<file path="src/rtl/cit_pkg.sv">
// Package: shared control-word layout and mode codes for the interval timer.
// Assumes a 3-bit mode field; code 0 = stop at zero, all-ones = free run.
package cit_pkg;
    localparam int MODE_W = 3;
    localparam logic [MODE_W-1:0] MODE_STOP = '0;
    localparam logic [MODE_W-1:0] MODE_FREE = '1;

    typedef struct packed {
        logic              frz;   // bit 4
        logic              up;    // bit 3
        logic [MODE_W-1:0] mode;  // bits 2:0
    } ctrl_t;

    localparam int CTRL_W = $bits(ctrl_t);
endpackage

</file>
<file path="src/rtl/cit_prescaler.sv">
// Module: tick prescaler. Emits a one-cycle step after every div+1 enabled ticks.
// Assumes restart has priority; freeze holds the current position.
module cit_prescaler #(
    parameter int CNT_W = 16
) (
    input  logic             clk,
    input  logic             rst_n,
    input  logic             tick_en,
    input  logic             freeze,
    input  logic             restart,
    input  logic [CNT_W-1:0] divider,
    output logic             step
);
    logic [CNT_W-1:0] pos;
    logic             adv;

    // Purpose: decide whether this cycle consumes a tick and ends a period.
    always_comb begin
        adv  = tick_en && !freeze && !restart;
        step = adv && (pos >= divider);
    end

    // Purpose: track the tick position inside the current count period.
    always_ff @(posedge clk) begin
        if (!rst_n || restart) begin
            pos <= '0;
        end else if (adv) begin
            pos <= (pos >= divider) ? '0 : pos + 1'b1;
        end
    end


    restart_clears_chk: assert property (@(posedge clk) disable iff (!rst_n)
        restart |=> (pos == '0));

    frozen_pos_chk: assert property (@(posedge clk) disable iff (!rst_n)
        (freeze && !restart) |=> $stable(pos));

    idle_pos_chk: assert property (@(posedge clk) disable iff (!rst_n)
        (!tick_en && !restart) |=> $stable(pos));
endmodule

</file>
<file path="src/rtl/cit_count_core.sv">
// Module: 16-bit counter with reload register, direction and completion modes.
// Assumes NUM_CMP <= 2**MODE_W - 2 so that the mode codes do not overlap.
module cit_count_core
    import cit_pkg::*;
#(
    parameter int CNT_W   = 16,
    parameter int NUM_CMP = 6
) (
    input  logic                          clk,
    input  logic                          rst_n,
    input  logic                          step,
    input  logic                          load,
    input  logic [CNT_W-1:0]              load_val,
    input  ctrl_t                         ctrl,
    input  logic [NUM_CMP-1:0][CNT_W-1:0] cmp_val,
    output logic [CNT_W-1:0]              count,
    output logic [NUM_CMP-1:0]            match
);
    logic [CNT_W-1:0] reload;
    logic [CNT_W-1:0] stepped;
    logic [CNT_W-1:0] nxt;
    logic             sel_hit;
    logic             cmp_mode;

    // Purpose: one equality comparator per compare register.
    for (genvar k = 0; k < NUM_CMP; k++) begin : g_cmp
        assign match[k] = (count == cmp_val[k]);
    end

    // Purpose: pick the completion compare and form the next counter value.
    always_comb begin
        sel_hit  = 1'b0;
        cmp_mode = 1'b0;
        for (int k = 0; k < NUM_CMP; k++) begin
            if (ctrl.mode == MODE_W'(k + 1)) begin
                cmp_mode = 1'b1;
                sel_hit  = match[k];
            end
        end
        stepped = ctrl.up ? count + 1'b1 : count - 1'b1;
        if (ctrl.mode == MODE_STOP) begin
            nxt = (count == '0) ? count : stepped;
        end else if (cmp_mode && sel_hit) begin
            nxt = reload;
        end else begin
            nxt = stepped;
        end
    end

    // Purpose: counter and reload storage; a software load beats a step.
    always_ff @(posedge clk) begin
        if (!rst_n) begin
            count  <= '0;
            reload <= '0;
        end else if (load) begin
            count  <= load_val;
            reload <= load_val;
        end else if (step) begin
            count  <= nxt;
        end
    end


    stop_at_zero_chk: assert property (@(posedge clk) disable iff (!rst_n)
        (!load && ctrl.mode == MODE_STOP && count == '0) |=> (count == '0));

    reload_on_hit_chk: assert property (@(posedge clk) disable iff (!rst_n)
        (!load && step && cmp_mode && sel_hit) |=> (count == $past(reload)));

    hold_no_step_chk: assert property (@(posedge clk) disable iff (!rst_n)
        (!load && !step) |=> $stable(count));

    load_value_chk: assert property (@(posedge clk) disable iff (!rst_n)
        load |=> (count == $past(load_val) && reload == $past(load_val)));
endmodule

</file>
<file path="src/rtl/cit_irq_status.sv">
// Module: sticky per-compare status bits with write-one-to-clear and mask.
// Assumes match and clear can coincide; the match is kept.
module cit_irq_status #(
    parameter int NUM_CMP = 6
) (
    input  logic               clk,
    input  logic               rst_n,
    input  logic [NUM_CMP-1:0] match,
    input  logic               clr_we,
    input  logic [NUM_CMP-1:0] clr_bits,
    input  logic [NUM_CMP-1:0] mask,
    output logic [NUM_CMP-1:0] sts,
    output logic               irq
);
    // Purpose: per-bit set on match, clear on a written one, match wins.
    for (genvar k = 0; k < NUM_CMP; k++) begin : g_bit
        always_ff @(posedge clk) begin
            if (!rst_n) begin
                sts[k] <= 1'b0;
            end else if (match[k]) begin
                sts[k] <= 1'b1;
            end else if (clr_we && clr_bits[k]) begin
                sts[k] <= 1'b0;
            end
        end


        match_sets_chk: assert property (@(posedge clk) disable iff (!rst_n)
            match[k] |=> sts[k]);

        w1c_clears_chk: assert property (@(posedge clk) disable iff (!rst_n)
            (clr_we && clr_bits[k] && !match[k]) |=> !sts[k]);

        w0_keeps_chk: assert property (@(posedge clk) disable iff (!rst_n)
            (sts[k] && !(clr_we && clr_bits[k])) |=> sts[k]);
    end

    // Purpose: combine enabled status bits into one request.
    assign irq = |(sts & mask);
endmodule

</file>
<file path="src/rtl/cmp_interval_timer.sv">
// Module: top of the interval timer channel; register file, read mux, wiring.
// Assumes single-cycle writes; reads are combinational from rd_addr.
module cmp_interval_timer
    import cit_pkg::*;
#(
    parameter int CNT_W   = 16,
    parameter int NUM_CMP = 6,
    parameter int ADDR_W  = 4
) (
    input  logic              clk,
    input  logic              rst_n,
    input  logic              tick_en,
    input  logic              wr_en,
    input  logic [ADDR_W-1:0] wr_addr,
    input  logic [CNT_W-1:0]  wr_data,
    input  logic [ADDR_W-1:0] rd_addr,
    output logic [CNT_W-1:0]  rd_data,
    output logic              irq
);
    localparam int A_CNT  = 0;
    localparam int A_DIV  = 1;
    localparam int A_CTRL = 2;
    localparam int A_CMP0 = 3;
    localparam int A_STS  = A_CMP0 + NUM_CMP;
    localparam int A_MASK = A_STS + 1;

    logic [CNT_W-1:0]              divider;
    ctrl_t                         ctrl;
    logic [NUM_CMP-1:0][CNT_W-1:0] cmp_val;
    logic [NUM_CMP-1:0]            mask;
    logic [NUM_CMP-1:0]            sts;
    logic [NUM_CMP-1:0]            match;
    logic [CNT_W-1:0]              count;
    logic                          step;
    logic                          wr_cnt;
    logic                          wr_sts;

    assign wr_cnt = wr_en && (wr_addr == ADDR_W'(A_CNT));
    assign wr_sts = wr_en && (wr_addr == ADDR_W'(A_STS));

    // Purpose: configuration registers written by software.
    always_ff @(posedge clk) begin
        if (!rst_n) begin
            divider <= '0;
            ctrl    <= '0;
            mask    <= '0;
        end else if (wr_en) begin
            if (wr_addr == ADDR_W'(A_DIV))  divider <= wr_data;
            if (wr_addr == ADDR_W'(A_CTRL)) ctrl    <= ctrl_t'(wr_data[CTRL_W-1:0]);
            if (wr_addr == ADDR_W'(A_MASK)) mask    <= wr_data[NUM_CMP-1:0];
        end
    end

    // Purpose: one compare register per generate slot.
    for (genvar k = 0; k < NUM_CMP; k++) begin : g_cmpreg
        always_ff @(posedge clk) begin
            if (!rst_n) begin
                cmp_val[k] <= '0;
            end else if (wr_en && wr_addr == ADDR_W'(A_CMP0 + k)) begin
                cmp_val[k] <= wr_data;
            end
        end
    end

    cit_prescaler #(.CNT_W(CNT_W)) u_pre (
        .clk     (clk),
        .rst_n   (rst_n),
        .tick_en (tick_en),
        .freeze  (ctrl.frz),
        .restart (wr_cnt),
        .divider (divider),
        .step    (step)
    );

    cit_count_core #(.CNT_W(CNT_W), .NUM_CMP(NUM_CMP)) u_core (
        .clk      (clk),
        .rst_n    (rst_n),
        .step     (step),
        .load     (wr_cnt),
        .load_val (wr_data),
        .ctrl     (ctrl),
        .cmp_val  (cmp_val),
        .count    (count),
        .match    (match)
    );

    cit_irq_status #(.NUM_CMP(NUM_CMP)) u_sts (
        .clk      (clk),
        .rst_n    (rst_n),
        .match    (match),
        .clr_we   (wr_sts),
        .clr_bits (wr_data[NUM_CMP-1:0]),
        .mask     (mask),
        .sts      (sts),
        .irq      (irq)
    );

    // Purpose: combinational read multiplexer over the register map.
    always_comb begin
        rd_data = '0;
        if (rd_addr == ADDR_W'(A_CNT))  rd_data = count;
        if (rd_addr == ADDR_W'(A_DIV))  rd_data = divider;
        if (rd_addr == ADDR_W'(A_CTRL)) rd_data = CNT_W'(ctrl);
        if (rd_addr == ADDR_W'(A_STS))  rd_data = CNT_W'(sts);
        if (rd_addr == ADDR_W'(A_MASK)) rd_data = CNT_W'(mask);
        for (int k = 0; k < NUM_CMP; k++) begin
            if (rd_addr == ADDR_W'(A_CMP0 + k)) rd_data = cmp_val[k];
        end
    end


    freeze_holds_chk: assert property (@(posedge clk) disable iff (!rst_n)
        (ctrl.frz && !wr_cnt) |=> $stable(count));

    no_mask_no_irq_chk: assert property (@(posedge clk) disable iff (!rst_n)
        (mask == '0) |-> !irq);
endmodule

</file>
<file path="config.mk">
export PLATFORM = sky130hd
export DESIGN_NAME = cmp_interval_timer
export DESIGN_NICKNAME = d
export VERILOG_FILES = /design/src/rtl/cit_pkg.sv /design/src/rtl/cit_prescaler.sv /design/src/rtl/cit_count_core.sv /design/src/rtl/cit_irq_status.sv /design/src/rtl/cmp_interval_timer.sv
export SDC_FILE = /design/constraint.sdc
export NUM_CORES = 1
export LEC_CHECK = 0
export ABC_AREA = 1
export BUFFER_PORTS_ARGS = -buffer_cell sky130_fd_sc_hd__buf_2
export CAP_MARGIN = 10
export CORE_MARGIN = 1.5
export CORE_UTILIZATION = 50
export CTS_CLUSTER_DIAMETER = 60
export CTS_CLUSTER_SIZE = 20
export DETAILED_ROUTE_END_ITERATION = 7
export GPL_TIMING_DRIVEN = 0
export PLACE_DENSITY = 0.69
export SLEW_MARGIN = 20
export SYNTH_ARGS = -nofsm -noshare
export SYNTH_HDL_FRONTEND = slang
export SYNTH_SLANG_ARGS = --single-unit
</file>
<file path="constraint.sdc">
create_clock -name clk -period 2.6 [get_ports clk]
set_input_delay 0.52 -clock clk [delete_from_list [all_inputs] [get_ports clk]]
set_output_delay 0.52 -clock clk [all_outputs]
set_load 0.1 [all_outputs]
</file>
==> results of run 1 <==
-- per-stage QoR --
step	setup slack, ns	hold slack, ns	std cells	util
final	-0.0209	0.367	1979	0.606
after global routing	-0.0777	0.369	1979	0.606
after CTS	-0.00894	0.360	1973	0.596
after detailed placement	-0.933	0.464	1931	0.550
after global placement	-0.920	0.455	1931	0.550
after floorplan	-0.304	0.444	1619	-
-- state kept, by name, indices dropped and copies added, names as in the netlist --
signal	flops
cmp_val	96
u_sts.sts	6
ctrl	5
divider	16
u_pre.pos	16
u_core.count	16
u_core.reload	16
mask	6
-- cells in the mapped netlist (5+ instances only) --
library cell    n  area (um2)
a21oi_1       161         806
buf_4           8        60.1
buf_6          10         113
clkbuf_1       49         184
dfxtp_1       177        3540
ha_1           31         388
inv_1         180         676
inv_2          14        52.6
inv_4           7        43.8
nand2_1       430        1610
nand2_2         7        43.8
nand3_1        51         255
nand4_1        17         106
nor2_1        173         649
nor3_1         11        55.1
o2111ai_1      12         105
o21ai_0       150         751
o21ai_1         7        35.0
o22ai_1        24         150
or2_2           5        31.3
xnor2_1         5        43.8
xor2_1         36         315
-- what timing repair did --
item,CTS,global route
endpoints found under the setup margin,21,33
setup buffers,10,6
endpoints found under the hold margin,0,0
cloned,0,0
gates resized for setup,80,46
pin swaps,5,8
-- power by group --
part           leakage [nW]  internal, mW  switching [mW]
registers              1.44          2.86           0.115
logic                  3.69          1.33            2.41
clock network         0.285          1.54            1.18
total                  5.42          5.73            3.70
-- cell type report --
type,count,area share
inverter,205,0.0659
clock buffer,19,0.0358
tap,270,0.0273
clock inverter,13,0.0130
timing repair buffer,58,0.0378
sequential,177,0.287
multi-input combinational,1167,0.498
buffer,70,0.0350
-- cell families after synthesis --
family / count (synthesis)
xor gates and xnor gates: 41
and+or+nand+nor: 717
DFF: 177
buffers and inverters: 275
AOI/OAI and AO/OA: 377
adders and majority gates: 32
-- cell usage in the layout (no fill, tap or decap), types with 4 or more instances in the layout --
master / Yosys / final
o21ai_0: 150 / 142
buf_2: 3 / 28
nor3b_1: 4 / 4
buf_8: 0 / 5
nor3_1: 11 / 9
nand4_1: 17 / 17
o211ai_1: 4 / 4
nand2_2: 7 / 8
nor2_1: 173 / 161
inv_4: 7 / 5
o21ai_2: 0 / 4
clkbuf_16: 0 / 17
or2_2: 5 / 5
buf_12: 0 / 4
inv_2: 14 / 18
nand3_2: 4 / 5
o2111ai_4: 0 / 10
nand2_4: 3 / 4
ha_1: 31 / 30
buf_4: 8 / 26
clkinvlp_4: 0 / 5
o22ai_1: 24 / 18
nor2_4: 2 / 8
a21oi_1: 161 / 160
xor2_1: 36 / 36
xnor2_1: 5 / 5
buf_6: 10 / 18
nand2_1: 430 / 428
nand3_1: 51 / 50
o22ai_2: 0 / 6
inv_1: 180 / 174
dfxtp_1: 177 / 175
o21ai_1: 7 / 11
clkbuf_1: 49 / 43
nor2_2: 2 / 8
-- worst max-delay path, stage by stage (launching register included) --
cell       delay [ns]
dfxtp_4          0.35
buf_12           0.15
clkinv_8         0.06
o22ai_2          0.08
a21oi_2          0.11
nand4_1          0.16
a211oi_2         0.31
o2111ai_2        0.21
buf_12           0.21
-- layer usage --
| layer | part of all wire | vias to the layer above | GRT usage |
|---|---|---|---|
| met5 | 0 | - | 0 |
| met4 | 0.034 | 0 | 0.131 |
| met3 | 0.073 | 88 | 0.0485 |
| met2 | 0.47 | 455 | 0.553 |
| met1 | 0.43 | 4994 | 0.431 |
| li1 | - | 5397 | - |
-- how the worst min path moves through the flow --
| stage | from | end | cells past startpoint |
|---|---|---|---|
| 6_report | wr_data[0] | u_core.reload[0] | 3 |
| 5_1_grt | wr_data[0] | u_core.reload[0] | 3 |
| 4_1_cts | wr_data[0] | u_core.reload[0] | 3 |
| 3_5_place_dp | u_core.reload[6] | u_core.reload[6] | 2 |
| 3_3_place_gp | u_core.reload[5] | u_core.reload[5] | 2 |
| 2_1_floorplan | u_core.reload[5] | u_core.reload[5] | 2 |
==> summary.md, run 1 <==
| Metric | Value |
|---|---|
| Outcome | `finished, violations left` |
| Violated checks | `negative setup slack` |
| Worst R2R Setup Slack | `between 0.15 and 0.2 ns` |
| Placed inst area | `roughly 11000 um2` |
| CTS tree | `done` |
| DRC viols | `0` |
| Gate Count Post-Synth | `approximately 1.6k` |
| Routed Antenna Nets | `0` |
| Final hold viol count | `0` |
| Ports | `between 40 and 50` |
| Pleak | `5.42 nW` |
| Max-cap violations | `0` |
| Core area | `between 20000 and 25000 um2` |
| Yosys warns | `0` |
| FF-to-FF Start | `divider[15]` |
| Synth Net Count | `1679` |
| CP Class | `reg2out` |
| Worst Setup End Kind | `output pin` |
| Initial antenna violation count | `0` |
| DRT Wirelength | `approximately 36000 um` |
| Largest net degree at the start of global routing | `17` |
| Worst clock skew | `approximately 0.011 ns` |
| Sequential cell area | `3550 um2` |
| Max VDD drop | `0.613 mV` |
| PnR Total Power | `9.43 mW` |
| Fill count | `1931` |
| Crit path capture | `rd_data[1]` |
| Die ar. | `21900 um2` |
| Setup crit start | `u_core.count[1]` |
| Synth Area in Simple Gates | `0.284` |
| Clock transition at path regs | `roughly 0.07 ns` |
| Combinational family with the most area after synthesis | `simple AND/OR/NAND/NOR gates` |
| CTS Buf Count | `17` |
| GR Overflow Total | `0` |
| Pwr dens | `around 760 nW/um2` |
| Area of the multi-input gates | `approximately 6000 um2` |
| Syn-to-layout area delta | `18.0%` |
| # port buffers | `42` |
| Synth Flop Type | `dfxtp_1` |
| Post-synthesis area per instance | `approximately 6.5 um2` |
| Setup TNS | `-0.0399 ns` |
| Synth Register Bits | `177` |
| Worst skew pair latency | `between 0.4 and 0.5 ns` |
| Inserted Diodes | `0` |
| Fmax | `about 380 MHz` |
| Setup violators final | `3` |
| Fin area | `~12000 um2` |
| Part of the cycle the worst path needs | `1.01` |
| R2R depth | `15` |
| Max Transition Viols Final | `0` |
| Root Buffer | `clkbuf_16` |
| Number of synthesized flops with an enable pin | `0` |
| Post-DP HPWL | `roughly 27000 um` |
| Netlist Area Pre-Place | `around 10000 um2` |
| Initial Util | `0.513` |
| First-pass GRT wire length | `around 56000 um` |
| Crit path required time | `2.08 ns` |
| Setup WS post-layout | `-0.0209 ns` |
| Slew @ Worst Pin | `0.814 ns` |
| Synth Area in Adders | `0.0389` |
| Slew margin rel. | `0.455` |
| CP startpoint kind | `register` |
| Vias in the first global route | `10.3k` |
| Via count | `between 10k and 15k` |
| Cts hold-fix bufs | `0` |
| Asr flop ratio synth | `0` |
| Post-synthesis mux area share | `0` |
| Die height | `about 150 um` |
| GPL Wtd Cong | `around 1` |
| Worst path arrival time | `between 2 and 2.5 ns` |
| Die Wd | `about 150 um` |
| Seq/Total Area, Yosys | `0.338` |
| Post-Synth XOR/XNOR Area | `0.0342` |
| Crit path time final | `between 2 and 3 ns` |
| Synth cell types | `52` |
| Critical register-to-register path endpoint | `u_core.count[12]` |
| CTS max path bufs | `2` |
| # H-tree levels | `4` |
| Share of cells above drive strength 1 | `0.130` |
| Initial DRT Pass Iterations | `6` |
| Vias/cell | `5.53` |
| CTS Sinks | `~180` |
| RSZ-0062 raised after global routing | `true` |
| Drt initial violations | `around 1.0k` |
| Maximum fanout along the worst path | `8` |
| Placement Rows | `between 50 and 60` |
| Layout Nets | `around 1.8k` |
| Compound-Gate Fraction of Synth Area | `0.194` |
| Routed WL per cell | `17.9 um` |
| Hold/Removal Path Class | `in2reg` |
| Tot GR Track Use | `0.331` |
Power figures use the tool's default switching activity.
==> run 2: changes to the inputs <==
Settings changed: REMOVE_ABC_BUFFERS set to 1.
==> summary.md, run 2 (synthesis results as in run 1) <==
| Metric | Value |
|---|---|
| CTS Buf Count | `17 (unchanged)` |
| CP Class | `in2out` |
| Met1 GRT Util | `0.416 (-0.0152)` |
| Fin area | `12000 um2 (-3.2%)` |
| Clock Power Share | `0.295 (+0.007)` |
| Routed Antenna Nets | `0 (unchanged)` |
| Maximum fanout along the worst path | `6 (-2)` |
| Part of the cycle the worst path needs | `1.01 (about the same)` |
| CTS tree | `done` |
| # port buffers | `44 (+4.8%)` |
| Worst clock skew | `0.00979 ns (-0.00149 ns)` |
| Share of cells above drive strength 1 | `0.132 (+0.00190)` |
| Hold/Removal Path Class | `in2reg` |
| Internal | `5.57 mW (-2.7%)` |
| PnR Total Power | `9.16 mW (-2.8%)` |
| GR Util met3 | `0.0478 (-0.000617)` |
| Commonest non-fill, non-tap cell in the layout | `nand2_1` |
| Crit path required time | `2.08 ns (about the same)` |
| CP Cell Sequence | `buf_4, nor2_4, inv_4, buf_4, nor2_4, clkinvlp_4, buf_4, buf_4, o2111ai_1, buf_6` |
| Delay of the slowest critical-path stage | `0.26 ns (-0.09 ns)` |
| Commonest cells after routing, fill and taps aside | `nand2_1, inv_1, a21oi_1, dfxtp_1, nor2_1` |
| Vias in the first global route | `9586 (-6.6%)` |
| CTS max path bufs | `2 (unchanged)` |
| Core area | `20400 um2 (unchanged)` |
| Routed WL per cell | `17.3 um (-3.5%)` |
| Root Buffer | `clkbuf_16` |
| Ports | `45 (unchanged)` |
| Inserted Diodes | `0 (unchanged)` |
| Initial antenna violation count | `0 (unchanged)` |
| Layout Nets | `1701 (-3.1%)` |
| First-pass GRT wire length | `51500 um (-7.3%)` |
| Most Used Layer, Global Route | `met2` |
| DRC viols | `0 (unchanged)` |
| Placement Rows | `52 (unchanged)` |
| Cells after DPL | `1866 (-3.4%)` |
| Max VDD drop | `0.430 mV (-30%)` |
| Slew @ Worst Pin | `1.05 ns (+0.239 ns)` |
| Worst path arrival time | `2.10 ns (about the same)` |
| Placed inst area | `10700 um2 (-4.5%)` |
| Fill count | `1914 (-0.88%)` |
| Largest register FFs | `96 (unchanged)` |
| Largest register by flop count | `cmp_val` |
| Final core occ | `0.586 (-0.0194)` |
| # H-tree levels | `4 (unchanged)` |
| GR Overflow Total | `0 (unchanged)` |
| Pwr dens | `765 nW/um2 (+0.40%)` |
| Vias/cell | `5.51 (-0.25%)` |
| Clock transition at path regs | `0.07 ns (about the same)` |
| Violated checks | `negative setup slack` |
| Sequential fraction of design power | `0.356 (+0.040)` |
| Max Transition Viols Final | `0 (unchanged)` |
| Dpl ws | `-1.05 ns (-0.119 ns)` |
| Crit path time final | `2.62 ns (-0.00104 ns)` |
| Worst skew pair latency | `0.43 ns (-0.02 ns)` |
| Setup WS post-layout | `-0.0198 ns (+0.00104 ns)` |
| Sw power | `3.59 mW (-3.0%)` |
| Tot GR Track Use | `0.305 (-0.0262)` |
| Critical path's slowest cell | `buf_6` |
| Setup TNS | `-0.0290 ns (+0.0109 ns)` |
| Switching Fraction | `0.392 (-0.000603)` |
| Cts hold-fix bufs | `0 (unchanged)` |
| DRT Wirelength | `33300 um (-6.2%)` |
| Outcome | `finished, violations left` |
| Post-DP HPWL | `22700 um (-16%)` |
| Setup violators final | `3 (unchanged)` |
| Via count | `10.6k (-3.0%)` |
| Largest net degree at the start of global routing | `100 (+83)` |
| Initial DRT Pass Iterations | `6 (unchanged)` |
| Die Wd | `148 um (unchanged)` |
| Worst Setup End Kind | `output pin` |
| GPL Wtd Cong | `0.955 (-4.3%)` |
| Initial Util | `0.513 (unchanged)` |
| Crit-path most repeated cell | `buf_4` |
| M2 GR Usage | `0.494 (-0.0589)` |
| RSZ-0062 raised after global routing | `true` |
| CTS Sinks | `177 (unchanged)` |
| CP startpoint kind | `input pin` |
| Syn-to-layout area delta | `14.2%` |
| Die height | `148 um (unchanged)` |
| Max-cap violations | `0 (unchanged)` |
| Final hold viol count | `0 (unchanged)` |
| Pleak | `5.28 nW (-2.6%)` |
| Drt initial violations | `1022 (+2.1%)` |
| Combinational share of power | `0.349 (-0.047)` |
| Fmax | `382 MHz (about the same)` |
| Final Non-Filler Cells | `1924 (-2.8%)` |
| Final hold slack | `0.380 ns (+0.0126 ns)` |
| Slew margin rel. | `0.296 (-0.159)` |
| Die ar. | `21900 um2 (unchanged)` |
[run 2: cell types whose count changed in the layout (fill, tap and decap cells not counted), sizes merged]
cell / previous run / this run
buf: 81 / 72
clkinvlp: 5 / 7
inv: 201 / 203
clkbuf: 66 / 19
clkinv: 9 / 6
[run 2: power groups by stage]
| stage | combinational (mW) | sequential, mW | clock (mW) |
|---|---|---|---|
| 2_1_floorplan | 2.26 | 3.15 | 0 |
| 3_3_place_gp | 2.95 | 3.29 | 0 |
| 3_5_place_dp | 2.99 | 3.29 | 0 |
| 4_1_cts | 3.06 | 3.24 | 2.72 |
| 5_1_grt | 3.61 | 3.28 | 2.84 |
| 6_report | 3.20 | 3.26 | 2.70 |
[run 2: metal layers]
| metal | routed length [um] | up-vias | part of all wire |
|---|---|---|---|
| li1 | - | 5283 | - |
| met1 | 14600 | 4838 | 0.44 |
| met2 | 15800 | 425 | 0.47 |
| met3 | 2230 | 58 | 0.067 |
| met4 | 758 | 0 | 0.023 |
| met5 | 0 | - | 0 |
[run 2: cell type report]
type | instances | area (um2) | area share
Clock inverter | 14 | 176 | 0.0147
Timing Repair Buffer | 73 | 648 | 0.0541
Inverter | 205 | 823 | 0.0687
Tap cell | 270 | 338 | 0.0282
Multi-Input combinational cell | 1167 | 5990 | 0.500
Clock buffer | 18 | 429 | 0.0358
Sequential cell | 177 | 3570 | 0.298
[run 2: path summary, 6_finish.rpt]
| check | endpoint | cells after the start | slack (ns) | start |
|---|---|---|---|---|
| max | rd_data[2] | 10 | -0.02 | rd_addr[0] |
| min reg2reg | u_core.reload[5] | 2 | 0.47 | u_core.reload[5] |
| min | cmp_val[15] | 3 | 0.38 | wr_data[15] |
| max reg2reg | u_core.count[15] | 12 | 0.14 | ctrl[3] |
[run 2: worst max-delay path, delay by kind of cell]
family                 cells  cell delay, ns
buffers and inverters      7            1.06
AND/OR/NAND/NOR            2            0.30
AO/OA/AOI/OAI              1            0.21
[run 2: repair_timing]
action	4_1_cts	5_1_grt
buffers inserted	16	10
endpoints found under the setup margin	30	47
resized for setup	65	73
pin swaps	6	19
